**config.mk**
```make
export PLATFORM = sky130hd
export DESIGN_NAME = msq_engine
export DESIGN_NICKNAME = d
export VERILOG_FILES = /design/src/rtl/msq_pkg.sv /design/src/rtl/msq_imem.sv /design/src/rtl/msq_bytebuf.sv /design/src/rtl/msq_branch_unit.sv /design/src/rtl/msq_delay_timer.sv /design/src/rtl/msq_engine.sv
export SDC_FILE = /design/constraint.sdc
export NUM_CORES = 2
export LEC_CHECK = 0
export BUFFER_PORTS_ARGS = -buffer_cell sky130_fd_sc_hd__buf_4
export CELL_PAD_IN_SITES_DETAIL_PLACEMENT = 0
export CELL_PAD_IN_SITES_GLOBAL_PLACEMENT = 1
export CORE_MARGIN = 1.5
export CORE_UTILIZATION = 40
export CTS_BUF_LIST = sky130_fd_sc_hd__clkbuf_4
export CTS_CLUSTER_DIAMETER = 80
export DETAILED_ROUTE_END_ITERATION = 7
export GPL_ROUTABILITY_DRIVEN = 0
export GPL_TIMING_DRIVEN = 0
export PLACE_DENSITY = 0.61
export SLEW_MARGIN = 20
export SYNTH_ARGS = -nofsm -noshare
export SYNTH_HDL_FRONTEND = slang
export SYNTH_HIERARCHICAL = 1
export SYNTH_SLANG_ARGS = --single-unit
```
**constraint.sdc**
```tcl
create_clock -name clk_i -period 6.61 [get_ports clk_i]
set_input_delay 1.6525 -clock clk_i [delete_from_list [all_inputs] [get_ports clk_i]]
set_output_delay 1.6525 -clock clk_i [all_outputs]
set_load 0.01 [all_outputs]
```
**src/rtl/msq_pkg.sv**
```systemverilog
package msq_pkg;
  localparam int INSTR_W = 32;
  localparam int OP_W    = 5;

  localparam logic [OP_W-1:0] OP_WR     = 5'd1;
  localparam logic [OP_W-1:0] OP_RSET   = 5'd2;
  localparam logic [OP_W-1:0] OP_RFETCH = 5'd3;
  localparam logic [OP_W-1:0] OP_DELAY  = 5'd4;
  localparam logic [OP_W-1:0] OP_SET    = 5'd5;
  localparam logic [OP_W-1:0] OP_DBRA   = 5'd6;
  localparam logic [OP_W-1:0] OP_BRSET  = 5'd7;
  localparam logic [OP_W-1:0] OP_BRCLR  = 5'd8;
  localparam logic [OP_W-1:0] OP_BRSTAT = 5'd9;
  localparam logic [OP_W-1:0] OP_RET    = 5'd10;
  localparam logic [OP_W-1:0] OP_PTR    = 5'd11;
  localparam logic [OP_W-1:0] OP_CALL   = 5'd12;
  localparam logic [OP_W-1:0] OP_SUBRET = 5'd13;
  localparam logic [OP_W-1:0] OP_WRP    = 5'd14;
  localparam logic [OP_W-1:0] OP_RDP    = 5'd15;
  localparam logic [OP_W-1:0] OP_LAST   = OP_RDP;

  localparam logic [7:0] ERR_CODE = 8'hFF;

  typedef struct packed {
    logic [OP_W-1:0] op;
    logic            rsv;
    logic [1:0]      rsel;
    logic [7:0]      a;
    logic [7:0]      b;
    logic [7:0]      c;
  } instr_t;

  typedef enum logic [1:0] {
    ST_IDLE,
    ST_RUN,
    ST_WAIT,
    ST_REP
  } state_e;
endpackage

```
**src/rtl/msq_imem.sv**
```systemverilog
module msq_imem #(
  parameter int DEPTH = 64,
  parameter int WIDTH = 32,
  localparam int AW   = $clog2(DEPTH)
) (
  input  logic             clk_i,
  input  logic             we_i,
  input  logic [AW-1:0]    waddr_i,
  input  logic [WIDTH-1:0] wdata_i,
  input  logic [AW-1:0]    raddr_i,
  output logic [WIDTH-1:0] rdata_o
);
  logic [WIDTH-1:0] mem [DEPTH];

  always_ff @(posedge clk_i) begin
    if (we_i) mem[waddr_i] <= wdata_i;
  end

  assign rdata_o = mem[raddr_i];
endmodule

```
**src/rtl/msq_bytebuf.sv**
```systemverilog
module msq_bytebuf #(
  parameter int DEPTH = 16,
  localparam int AW   = $clog2(DEPTH)
) (
  input  logic          clk_i,
  // engine port, wins on an address collision
  input  logic          eng_we_i,
  input  logic [AW-1:0] eng_addr_i,
  input  logic [7:0]    eng_wdata_i,
  output logic [7:0]    eng_rdata_o,
  // host port
  input  logic          host_we_i,
  input  logic [AW-1:0] host_addr_i,
  input  logic [7:0]    host_wdata_i,
  output logic [7:0]    host_rdata_o
);
  logic [7:0] mem [DEPTH];
  logic       host_ok;

  assign host_ok = host_we_i && !(eng_we_i && (eng_addr_i == host_addr_i));

  always_ff @(posedge clk_i) begin
    if (host_ok)  mem[host_addr_i] <= host_wdata_i;
    if (eng_we_i) mem[eng_addr_i]  <= eng_wdata_i;
  end

  assign eng_rdata_o  = mem[eng_addr_i];
  assign host_rdata_o = mem[host_addr_i];
endmodule

```
**src/rtl/msq_branch_unit.sv**
```systemverilog
module msq_branch_unit
  import msq_pkg::*;
(
  input  logic [OP_W-1:0] op_i,
  input  logic [7:0]      status_i,
  input  logic [7:0]      mask_a_i,
  input  logic [7:0]      mask_b_i,
  input  logic [7:0]      bcnt_i,
  output logic [7:0]      bcnt_dec_o,
  output logic            take_o
);
  logic any_set, any_clr, all_state, dec_pos;

  assign bcnt_dec_o = bcnt_i - 8'd1;
  // signed-positive: sign bit clear and nonzero
  assign dec_pos    = !bcnt_dec_o[7] && (bcnt_dec_o != 8'd0);
  assign any_set    = |(status_i & mask_a_i);
  assign any_clr    = |(~status_i & mask_a_i);
  assign all_state  = ((status_i & mask_a_i) == mask_a_i) &&
                      ((~status_i & mask_b_i) == mask_b_i);

  always_comb begin
    case (op_i)
      OP_DBRA:   take_o = dec_pos;
      OP_BRSET:  take_o = any_set;
      OP_BRCLR:  take_o = any_clr;
      OP_BRSTAT: take_o = all_state;
      default:   take_o = 1'b0;
    endcase
  end
endmodule

```
**src/rtl/msq_delay_timer.sv**
```systemverilog
module msq_delay_timer #(
  parameter int CLK_PER_US = 200,
  parameter int US_W       = 8,
  localparam int PW        = (CLK_PER_US > 1) ? $clog2(CLK_PER_US) : 1
) (
  input  logic            clk_i,
  input  logic            rst_ni,
  input  logic            load_i,
  input  logic [US_W-1:0] us_i,
  output logic            active_o,
  output logic            done_o
);
  localparam logic [PW-1:0] LAST = PW'(CLK_PER_US - 1);

  logic [PW-1:0]   presc;
  logic [US_W-1:0] us_left;
  logic            active;
  logic            tick;

  assign tick   = active && (presc == LAST);
  assign done_o = tick && (us_left == US_W'(1));

  always_ff @(posedge clk_i or negedge rst_ni) begin
    if (!rst_ni) begin
      presc   <= '0;
      us_left <= '0;
      active  <= 1'b0;
    end else if (load_i) begin
      presc   <= '0;
      us_left <= us_i;
      active  <= (us_i != '0);
    end else if (active) begin
      if (tick) begin
        presc   <= '0;
        us_left <= us_left - US_W'(1);
        if (us_left == US_W'(1)) active <= 1'b0;
      end else begin
        presc <= presc + PW'(1);
      end
    end
  end

  assign active_o = active;

  a_r8_left_nonzero: assert property (@(posedge clk_i) disable iff (!rst_ni)
    active |-> (us_left != '0));
  a_r8_presc_range: assert property (@(posedge clk_i) disable iff (!rst_ni)
    active |=> (presc <= LAST));
endmodule

```
**src/rtl/msq_engine.sv**
```systemverilog
module msq_engine
  import msq_pkg::*;
#(
  parameter int IMEM_DEPTH = 64,
  parameter int BUF_DEPTH  = 16,
  parameter int CLK_PER_US = 200
) (
  input  logic                          clk_i,
  input  logic                          rst_ni,
  input  logic                          prog_we_i,
  input  logic [$clog2(IMEM_DEPTH)-1:0] prog_addr_i,
  input  logic [INSTR_W-1:0]            prog_data_i,
  input  logic                          host_buf_we_i,
  input  logic [$clog2(BUF_DEPTH)-1:0]  host_buf_addr_i,
  input  logic [7:0]                    host_buf_wdata_i,
  output logic [7:0]                    host_buf_rdata_o,
  input  logic                          start_i,
  input  logic [$clog2(IMEM_DEPTH)-1:0] start_addr_i,
  input  logic [7:0]                    status_i,
  output logic [1:0]                    reg_sel_o,
  output logic                          reg_wr_o,
  output logic                          reg_rd_o,
  output logic [7:0]                    reg_wdata_o,
  input  logic [7:0]                    reg_rdata_i,
  output logic                          busy_o,
  output logic                          done_o,
  output logic                          err_o,
  output logic [7:0]                    ret_code_o
);
  localparam int PC_W = $clog2(IMEM_DEPTH);
  localparam int BA_W = $clog2(BUF_DEPTH);

  state_e          state;
  logic [PC_W-1:0] pc, ret_pc, pc_inc, br_tgt;
  logic            in_sub;
  logic [7:0]      bcnt, bcnt_dec, rep_left;
  logic [BA_W-1:0] ptr;
  logic            done_q, err_q;
  logic [7:0]      code_q;

  logic [INSTR_W-1:0] imem_rdata;
  instr_t             ins;
  logic               run, rep, take, abort, op_valid;
  logic               tmr_load, tmr_active, tmr_done;
  logic               eng_we;
  logic [7:0]         eng_wdata, eng_rdata;

  msq_imem #(.DEPTH(IMEM_DEPTH), .WIDTH(INSTR_W)) u_imem (
    .clk_i   (clk_i),
    .we_i    (prog_we_i),
    .waddr_i (prog_addr_i),
    .wdata_i (prog_data_i),
    .raddr_i (pc),
    .rdata_o (imem_rdata)
  );

  assign ins = instr_t'(imem_rdata);
  assign run = (state == ST_RUN);
  assign rep = (state == ST_REP);

  msq_branch_unit u_branch (
    .op_i       (ins.op),
    .status_i   (status_i),
    .mask_a_i   (ins.a),
    .mask_b_i   (ins.b),
    .bcnt_i     (bcnt),
    .bcnt_dec_o (bcnt_dec),
    .take_o     (take)
  );

  assign tmr_load = run && (ins.op == OP_DELAY) && (ins.a != 8'd0);

  msq_delay_timer #(.CLK_PER_US(CLK_PER_US), .US_W(8)) u_timer (
    .clk_i    (clk_i),
    .rst_ni   (rst_ni),
    .load_i   (tmr_load),
    .us_i     (ins.a),
    .active_o (tmr_active),
    .done_o   (tmr_done)
  );

  // byte buffer: engine writes on fetches, reads on repeated writes
  assign eng_we    = (run && (ins.op == OP_RFETCH)) || (rep && (ins.op == OP_RDP));
  assign eng_wdata = reg_rdata_i & ((ins.op == OP_RDP) ? ins.b : ins.a);

  msq_bytebuf #(.DEPTH(BUF_DEPTH)) u_buf (
    .clk_i        (clk_i),
    .eng_we_i     (eng_we),
    .eng_addr_i   (ptr),
    .eng_wdata_i  (eng_wdata),
    .eng_rdata_o  (eng_rdata),
    .host_we_i    (host_buf_we_i),
    .host_addr_i  (host_buf_addr_i),
    .host_wdata_i (host_buf_wdata_i),
    .host_rdata_o (host_buf_rdata_o)
  );

  assign pc_inc   = pc + PC_W'(1);
  assign br_tgt   = pc_inc + PC_W'($signed(ins.c));
  assign op_valid = (ins.op != '0) && (ins.op <= OP_LAST);
  assign abort    = run && (!op_valid ||
                            ((ins.op == OP_CALL)   &&  in_sub) ||
                            ((ins.op == OP_SUBRET) && !in_sub));

  // port register strobes
  assign reg_sel_o = ins.rsel;
  assign reg_wr_o  = (run && ((ins.op == OP_WR) || (ins.op == OP_RSET))) ||
                     (rep && (ins.op == OP_WRP));
  assign reg_rd_o  = (run && ((ins.op == OP_RSET) || (ins.op == OP_RFETCH))) ||
                     (rep && (ins.op == OP_RDP));

  always_comb begin
    reg_wdata_o = 8'd0;
    if (run) begin
      case (ins.op)
        OP_WR:   reg_wdata_o = ins.a;
        OP_RSET: reg_wdata_o = (reg_rdata_i | ins.a) & ~ins.b;
        default: reg_wdata_o = 8'd0;
      endcase
    end else if (rep && (ins.op == OP_WRP)) begin
      reg_wdata_o = eng_rdata;
    end
  end

  always_ff @(posedge clk_i or negedge rst_ni) begin
    if (!rst_ni) begin
      state    <= ST_IDLE;
      pc       <= '0;
      ret_pc   <= '0;
      in_sub   <= 1'b0;
      bcnt     <= 8'd0;
      ptr      <= '0;
      rep_left <= 8'd0;
      done_q   <= 1'b0;
      err_q    <= 1'b0;
      code_q   <= 8'd0;
    end else begin
      done_q <= 1'b0;
      case (state)
        ST_IDLE: begin
          if (start_i) begin
            pc     <= start_addr_i;
            in_sub <= 1'b0;
            err_q  <= 1'b0;
            state  <= ST_RUN;
          end
        end
        ST_RUN: begin
          if (abort) begin
            done_q <= 1'b1;
            err_q  <= 1'b1;
            code_q <= ERR_CODE;
            state  <= ST_IDLE;
          end else begin
            case (ins.op)
              OP_DELAY: begin
                if (ins.a == 8'd0) pc <= pc_inc;
                else               state <= ST_WAIT;
              end
              OP_SET: begin
                bcnt <= ins.a;
                pc   <= pc_inc;
              end
              OP_DBRA: begin
                bcnt <= bcnt_dec;
                pc   <= take ? br_tgt : pc_inc;
              end
              OP_BRSET, OP_BRCLR, OP_BRSTAT: pc <= take ? br_tgt : pc_inc;
              OP_RET: begin
                done_q <= 1'b1;
                code_q <= ins.a;
                state  <= ST_IDLE;
              end
              OP_PTR: begin
                ptr <= BA_W'(ins.a);
                pc  <= pc_inc;
              end
              OP_CALL: begin
                ret_pc <= pc_inc;
                in_sub <= 1'b1;
                pc     <= PC_W'(ins.a);
              end
              OP_SUBRET: begin
                pc     <= ret_pc;
                in_sub <= 1'b0;
              end
              OP_WRP, OP_RDP: begin
                if (ins.a == 8'd0) begin
                  pc <= pc_inc;
                end else begin
                  rep_left <= ins.a;
                  state    <= ST_REP;
                end
              end
              default: pc <= pc_inc;
            endcase
          end
        end
        ST_WAIT: begin
          if (tmr_done) begin
            pc    <= pc_inc;
            state <= ST_RUN;
          end
        end
        ST_REP: begin
          ptr      <= ptr + BA_W'(1);
          rep_left <= rep_left - 8'd1;
          if (rep_left == 8'd1) begin
            pc    <= pc_inc;
            state <= ST_RUN;
          end
        end
        default: state <= ST_IDLE;
      endcase
    end
  end

  assign busy_o     = (state != ST_IDLE);
  assign done_o     = done_q;
  assign err_o      = err_q;
  assign ret_code_o = code_q;

  a_r7_done_pulse: assert property (@(posedge clk_i) disable iff (!rst_ni)
    done_o |=> !done_o);
  a_r7_ret_code: assert property (@(posedge clk_i) disable iff (!rst_ni)
    (run && (ins.op == OP_RET)) |=> (done_o && !err_o && (ret_code_o == $past(ins.a))));
  a_r4_dbra_dec: assert property (@(posedge clk_i) disable iff (!rst_ni)
    (run && (ins.op == OP_DBRA)) |=> (bcnt == $past(bcnt) - 8'd1));
  a_r8_wait_holds: assert property (@(posedge clk_i) disable iff (!rst_ni)
    ((state == ST_WAIT) && !tmr_done) |=> ((state == ST_WAIT) && $stable(pc)));
  a_r8_timer_busy: assert property (@(posedge clk_i) disable iff (!rst_ni)
    (state == ST_WAIT) |-> tmr_active);
  a_r10_nested_call: assert property (@(posedge clk_i) disable iff (!rst_ni)
    (run && (ins.op == OP_CALL) && in_sub) |=> (done_o && err_o && !busy_o));
  a_r11_ptr_step: assert property (@(posedge clk_i) disable iff (!rst_ni)
    rep |=> (ptr == $past(ptr) + BA_W'(1)));
  a_r12_idle_quiet: assert property (@(posedge clk_i) disable iff (!rst_ni)
    !busy_o |-> (!reg_wr_o && !reg_rd_o));
endmodule

```
== Yosys cells after proc, flatten, opt, wreduce, memory -nomap -nowiden ==
Memories as Yosys holds them, arrays and structs flattened.
Index checks and enable logic that the tools add are counted.
Storage, ports and cells
  register bits: 62
  RAM bits: 2176
  input bits: 77
  output and inout bits: 31
  logic and storage cells: 181
  memories kept: 2
Cells by class
  add/subtract/negate cells: 7
  $lt $le $gt $ge: 1
  eq/ne operators: 38
  mux-type cells: 56
  bitwise gates (word level): 9
  reduce and logical (&&, ||, !) cells: 55
Memory list
  u_imem.mem: depth 64, bits a word 32, rd ports 1, clocked after Yosys merged registers in 0, wr ports 1, RTL line msq_imem.sv:13  | logic [WIDTH-1:0] mem [DEPTH];
  u_buf.mem: depth 16, bits a word 8, rd ports 2, clocked after Yosys merged registers in 0, wr ports 2, RTL line msq_bytebuf.sv:17  | logic [7:0] mem [DEPTH];
Operators by type and width (count)
  8-bit two-way mux: 14
  8-bit one-hot mux with 2 select lines: 3
  8-bit AND: 5
  5-bit by 4-bit == test with 1-bit output, second input constant: 8
  6-bit two-way mux: 6
  6-bit one-hot mux with 5 select lines: 1
  6-bit one-hot mux with 4 select lines: 1
  8-bit by 1-bit subtractor with 8-bit output, second input constant: 3
  5-bit by 3-bit == test with 1-bit output, second input constant: 4
  1-bit logical AND: 17
  8-bit by 1-bit == test with 1-bit output, second input constant: 2
  8-bit == test: 2
  1-bit two-way mux: 16
  8-bit inverter: 2
  8-bit nonzero test: 2
  8-bit OR reduction: 2
  2-bit nonzero test: 7
  2-bit two-way mux: 6
  3-bit AND reduction: 4
  6-bit AND reduction: 2
  5-bit by 2-bit == test with 1-bit output, second input constant: 2
  2-bit inequality test, second input constant: 5
  8-bit by 1-bit adder with 8-bit output, second input constant: 1
  8-bit == test, second input constant: 1
  other kinds (31): 50

== Logic depth before layout (Yosys ltp) ==
  depth in word-level cells: 9
  gate-level depth with buffers: 21
  mapped depth without buffers: 16

== Hierarchy ==
The synthesis kept the hierarchy.
By module, submodules not included
  msq_imem: times used 1, cells an instance 3292, area an instance 77874.7 um^2, seq. area each 61499.0 um^2
  msq_bytebuf: times used 1, cells an instance 490, area an instance 7728.7 um^2, seq. area each 3843.7 um^2
  msq_engine: times used 1, cells an instance 390, area an instance 3313.2 um^2, seq. area each 1126.1 um^2
  msq_delay_timer: times used 1, cells an instance 99, area an instance 968.4 um^2, seq. area each 425.4 um^2
  msq_branch_unit: times used 1, cells an instance 57, area an instance 380.4 um^2, seq. area each 0.0 um^2

== Worst setup path after synthesis ==
No wires, ideal clock.
  path type: flip-flop to output port
  from: reg pc[1]
  to: out reg_wdata_o[5]
  data arrival time: 3527 ps
  required time: 4957 ps
  path slack: 1430 ps
  stages on the path, launching flop included: 15
  path buffers: 5
  path through: dfrtp_1 buf_2 clkbuf_1 clkbuf_1 mux4_2 mux4_2 o22ai_1 nor2_1 buf_2 nor3_1 nand2_1 clkbuf_1 o21ai_0 a22oi_1 o21ai_0
On the way
  word-level cells in the longest chain between the ends: 5
  elaborated cells on any way between the ends: 11
  classes of those cells: eq/ne: 3; mux: 3; bitwise: 3; reduce/logical: 1; memory: 1
RTL lines
  start: declaration: RTL line msq_engine.sv:34  | logic [PC_W-1:0] pc, ret_pc, pc_inc, br_tgt;
  start signal: assignment: RTL line msq_engine.sv:142  | pc <= start_addr_i;
  start signal: assignment: RTL line msq_engine.sv:157  | if (ins.a == 8'd0) pc <= pc_inc;
  start signal: assignment: RTL line msq_engine.sv:162  | pc <= pc_inc;
  memory 64 x 32 bit *
  via imem_rdata[27]: RTL line msq_engine.sv:41  | logic [INSTR_W-1:0] imem_rdata;
  5-bit by 4-bit == test with 1-bit output: RTL line msq_engine.sv:120  | end else if (rep && (ins.op == OP_WRP)) begin
  1-bit logical AND: RTL line msq_engine.sv:120
  8-bit two-way mux: RTL line msq_engine.sv:120
  8-bit two-way mux *: RTL line msq_engine.sv:114  | if (run) begin
  end: declaration: RTL line msq_engine.sv:23  | output logic [7:0] reg_wdata_o,
The timed path passes the listed nets; every way through them passes the cells marked *.

== Final worst setup path ==
  from: reg pc[0]
  to: out reg_wdata_o[1]
Same word-level chain as after synthesis.

==> metrics.md <==
| Metric | Value |
|---|---|
| Outcome | complete, but fails checks |
| Failing checks | negative setup slack |
| Max_cap viols | 0 |
| Routed Antenna Nets | 0 |
| Slew @ Worst Pin | ~1.1 ns |
| Antenna violations before repair | 15 |
| Combinational share of power | 39.5% |
| Syn Nets | about 4100 |
| Switching Share | between 30% and 40% |
| Hold Violations, Final | 0 |
| Port bufs | slightly below 100 |
| Worst path slowest cell | mux4_2 |
| Fraction of layout cells with a size suffix above 1 | between 40 and 50% |
| Slew margin rel. | ~29% |
| Final design area excluding fillers | ~100000 sq um |
| Highest Signal Layer | met5 |
| Commonest non-fill, non-tap cell in the layout | edfxtp_1 |
| Clock Sinks | 2046 |
| CORE AREA | roughly 210000 sq um |
| Placed Area | slightly above 90000 sq um |
| Arrival @ worst endpoint | between 5 and 6 ns |
| Global Route Usage Sum | between 20% and 30% |
| Mapped Cells | just over 4000 |
| Max Fanout on Critical Path | 8 |
| VDD IR max | 0.309 mV |
| CTS tree | yes |
| H-tree levels | 6 |
| Pre-CTS setup slack | -1.21 ns |
| Vias in the first global route | roughly 48000 |
| Worst setup SP type | flop |
| Synthesized area | a little over 80000 sq um |
| Highest-count cells in the layout ignoring fill and taps | edfxtp_1, clkbuf_4, mux4_2, buf_4, mux2_2 |
| # rows | 167 |
| Crit end category | output pin |
| Hold_buf cts | 0 |
| Crit-path cells | buf_12 > buf_12 > buf_16 > buf_16 > mux4_2 > mux4_2 > o22ai_4 > nor2_4 > buf_8 > buf_12 > nor3_4 > nand3_4 > o21ai_2 > a22oi_2 > o21ai_2 > buf_4 |
| Critical path class | flop to output pin |
| Wl on met1 | around 110 mm |
| Cell-internal power | approximately 0.027 W |
| Part of the power in registers | between 30% and 40% |
| Clock latency on the worst-skew pair | 1.43 ns |
| Post-route worst setup slack | -0.124 ns |
| Max clock buf depth | 4 |
| Initial Util | between 40% and 50% |
| GRT overflow | 0 |
| Area grow syn2layout | 20.2% |
| RSZ-0062 raised after global routing | yes |
| Cells after DPL | about 7000 |
| Layout Nets | slightly above 5000 |
| Routed len/inst | between 30 and 40 um |
| Largest stage delay on the critical path | around 0.63 ns |
| Hold Crit Class | input port to async pin |
| Horiz. Die Dim | roughly 460 um |
| DR iter-0 viols | 5398 |
| First-pass GRT wire length | 369 mm |
| R2R Path Start | pc[0]$_DFFE_PN0P_ |
| Critical path launch point | pc[0]$_DFFE_PN0P_ |
| Final setup violation count | 9 |
| Switching power | between 0.015 and 0.02 W |
| Clock network power share | about 26% |
| IO Pins | 108 |
| Total Die Area | between 200000 and 250000 sq um |
| Fill count | between 15000 and 20000 |
| Pleak | between 30 and 40 nW |
| Count of pins over their slew limit | 0 |
| Total CTS buffers | 556 |
| Final Critical Period | between 6 and 7 ns |
| Die height | 459 um |
| CP dominant cell by count | buf_12 |
| Largest net degree at the start of global routing | 65 |
| DRC | 0 |
| Worst path required time | a little under 5 ns |
| F_max | about 0.15 GHz |
| CP Buf/Inv Count | 7 |
| Metal2 WL | ~130 mm |
| Yosys warnings | 6 |
| PD cells | roughly 420 nW/um^2 |
| Final WL | around 270 mm |
| Dpl hpwl | 178 mm |
| DR vias | 47200 |
| Top Family by Delay on Critical Path | multiplexers |
| Vias per inst | 5.90 |
| First-pass DRT Iterations | 5 |
| Met3 WL | between 20 and 25 mm |
| Fin cells | ~8000 |
| Syn_area_per_cell | 20.5 sq um |
| CTS root buffer | clkbuf_4 |
| Final worst clock skew | 0.124 ns |
| Tcrit/Tclk final | 102% |
| Reg clk slew, reported paths | ~0.07 ns |
[power groups by stage]
stage | logic [W] | registers, W | clock network, W
after floorplan | 0.00845 | 0.0149 | 0
after global placement | 0.0143 | 0.0150 | 0
after detailed placement | 0.0146 | 0.0150 | 0
after CTS | 0.0158 | 0.0147 | 0.0112
after global routing | 0.0173 | 0.0148 | 0.0118
final | 0.0167 | 0.0147 | 0.0109
[worst paths after layout]
| path | endpoint | slack (ns) | cells past startpoint |
|---|---|---|---|
| max in group asynchronous | pc[5]$_DFFE_PN0P_ | 5.56 | 1 |
| min in group clk_i | ret_code_o[2]$_DFFE_PN0P_ | 0.51 | 1 |
| worst min register to register | ret_code_o[2]$_DFFE_PN0P_ | 0.51 | 1 |
| worst min-delay path | done_o$_DFF_PN0_ | 0.40 | 1 |
| worst max-delay path | reg_wdata_o[1] | -0.12 | 16 |
| worst max register to register | u_buf/mem[7][6]$_DFFE_PP_ | 0.87 | 19 |
[per-stage QoR]
stage / power, W / hold slack (ns) / TNS (ns) / util [%]
CTS: 0.0417 / 0.327 / -1.64 / 47.8
global route: 0.0438 / 0.359 / -2.92 / 48.3
finish: 0.0423 / 0.402 / -0.835 / 48.3
detailed placement: 0.0296 / 0.499 / -113.66 / 44.0
global placement: 0.0293 / 0.487 / -732.59 / 42.2
floorplan: 0.0234 / 0.465 / 0 / -
[layout make-up]
class	count	area, sq um	share of cell area (%)
clock inverters	107	603	0.604
multi-input cells	1714	21800	21.8
inverters	42	163	0.163
repair buffers	344	4860	4.87
flip-flops and latches	2046	61100	61.2
clock buffers	787	5910	5.91
well taps	2704	3380	3.39
plain buffers	241	2000	2.00
diodes	19	47.5	0.0476
[state kept, by name (all words and copies together), names as in the netlist, 2 cells and up]
name and cells:
u_timer/us_left 8, pc 6, u_buf/mem 128, bcnt 8
ptr 4, ret_code_o 8, u_timer/presc 8, ret_pc 6
rep_left 8, state 2, u_imem/mem 1856
[layer usage]
| metal | global-route usage (%) | vias up |
|---|---|---|
| met4 | 10.1 | 2 |
| met5 | 0 | - |
| met2 | 40.6 | 2465 |
| li1 | - | 19100 |
| met1 | 33.4 | 25100 |
| met3 | 6.39 | 483 |
[repair_timing]
item,CTS,global route
resized for setup,345,102
cloned,1,3
endpoints found under the setup margin,284,10
pin swaps,15,32
setup buffers,32,59
Note: power is estimated with default switching activity, not from simulation.
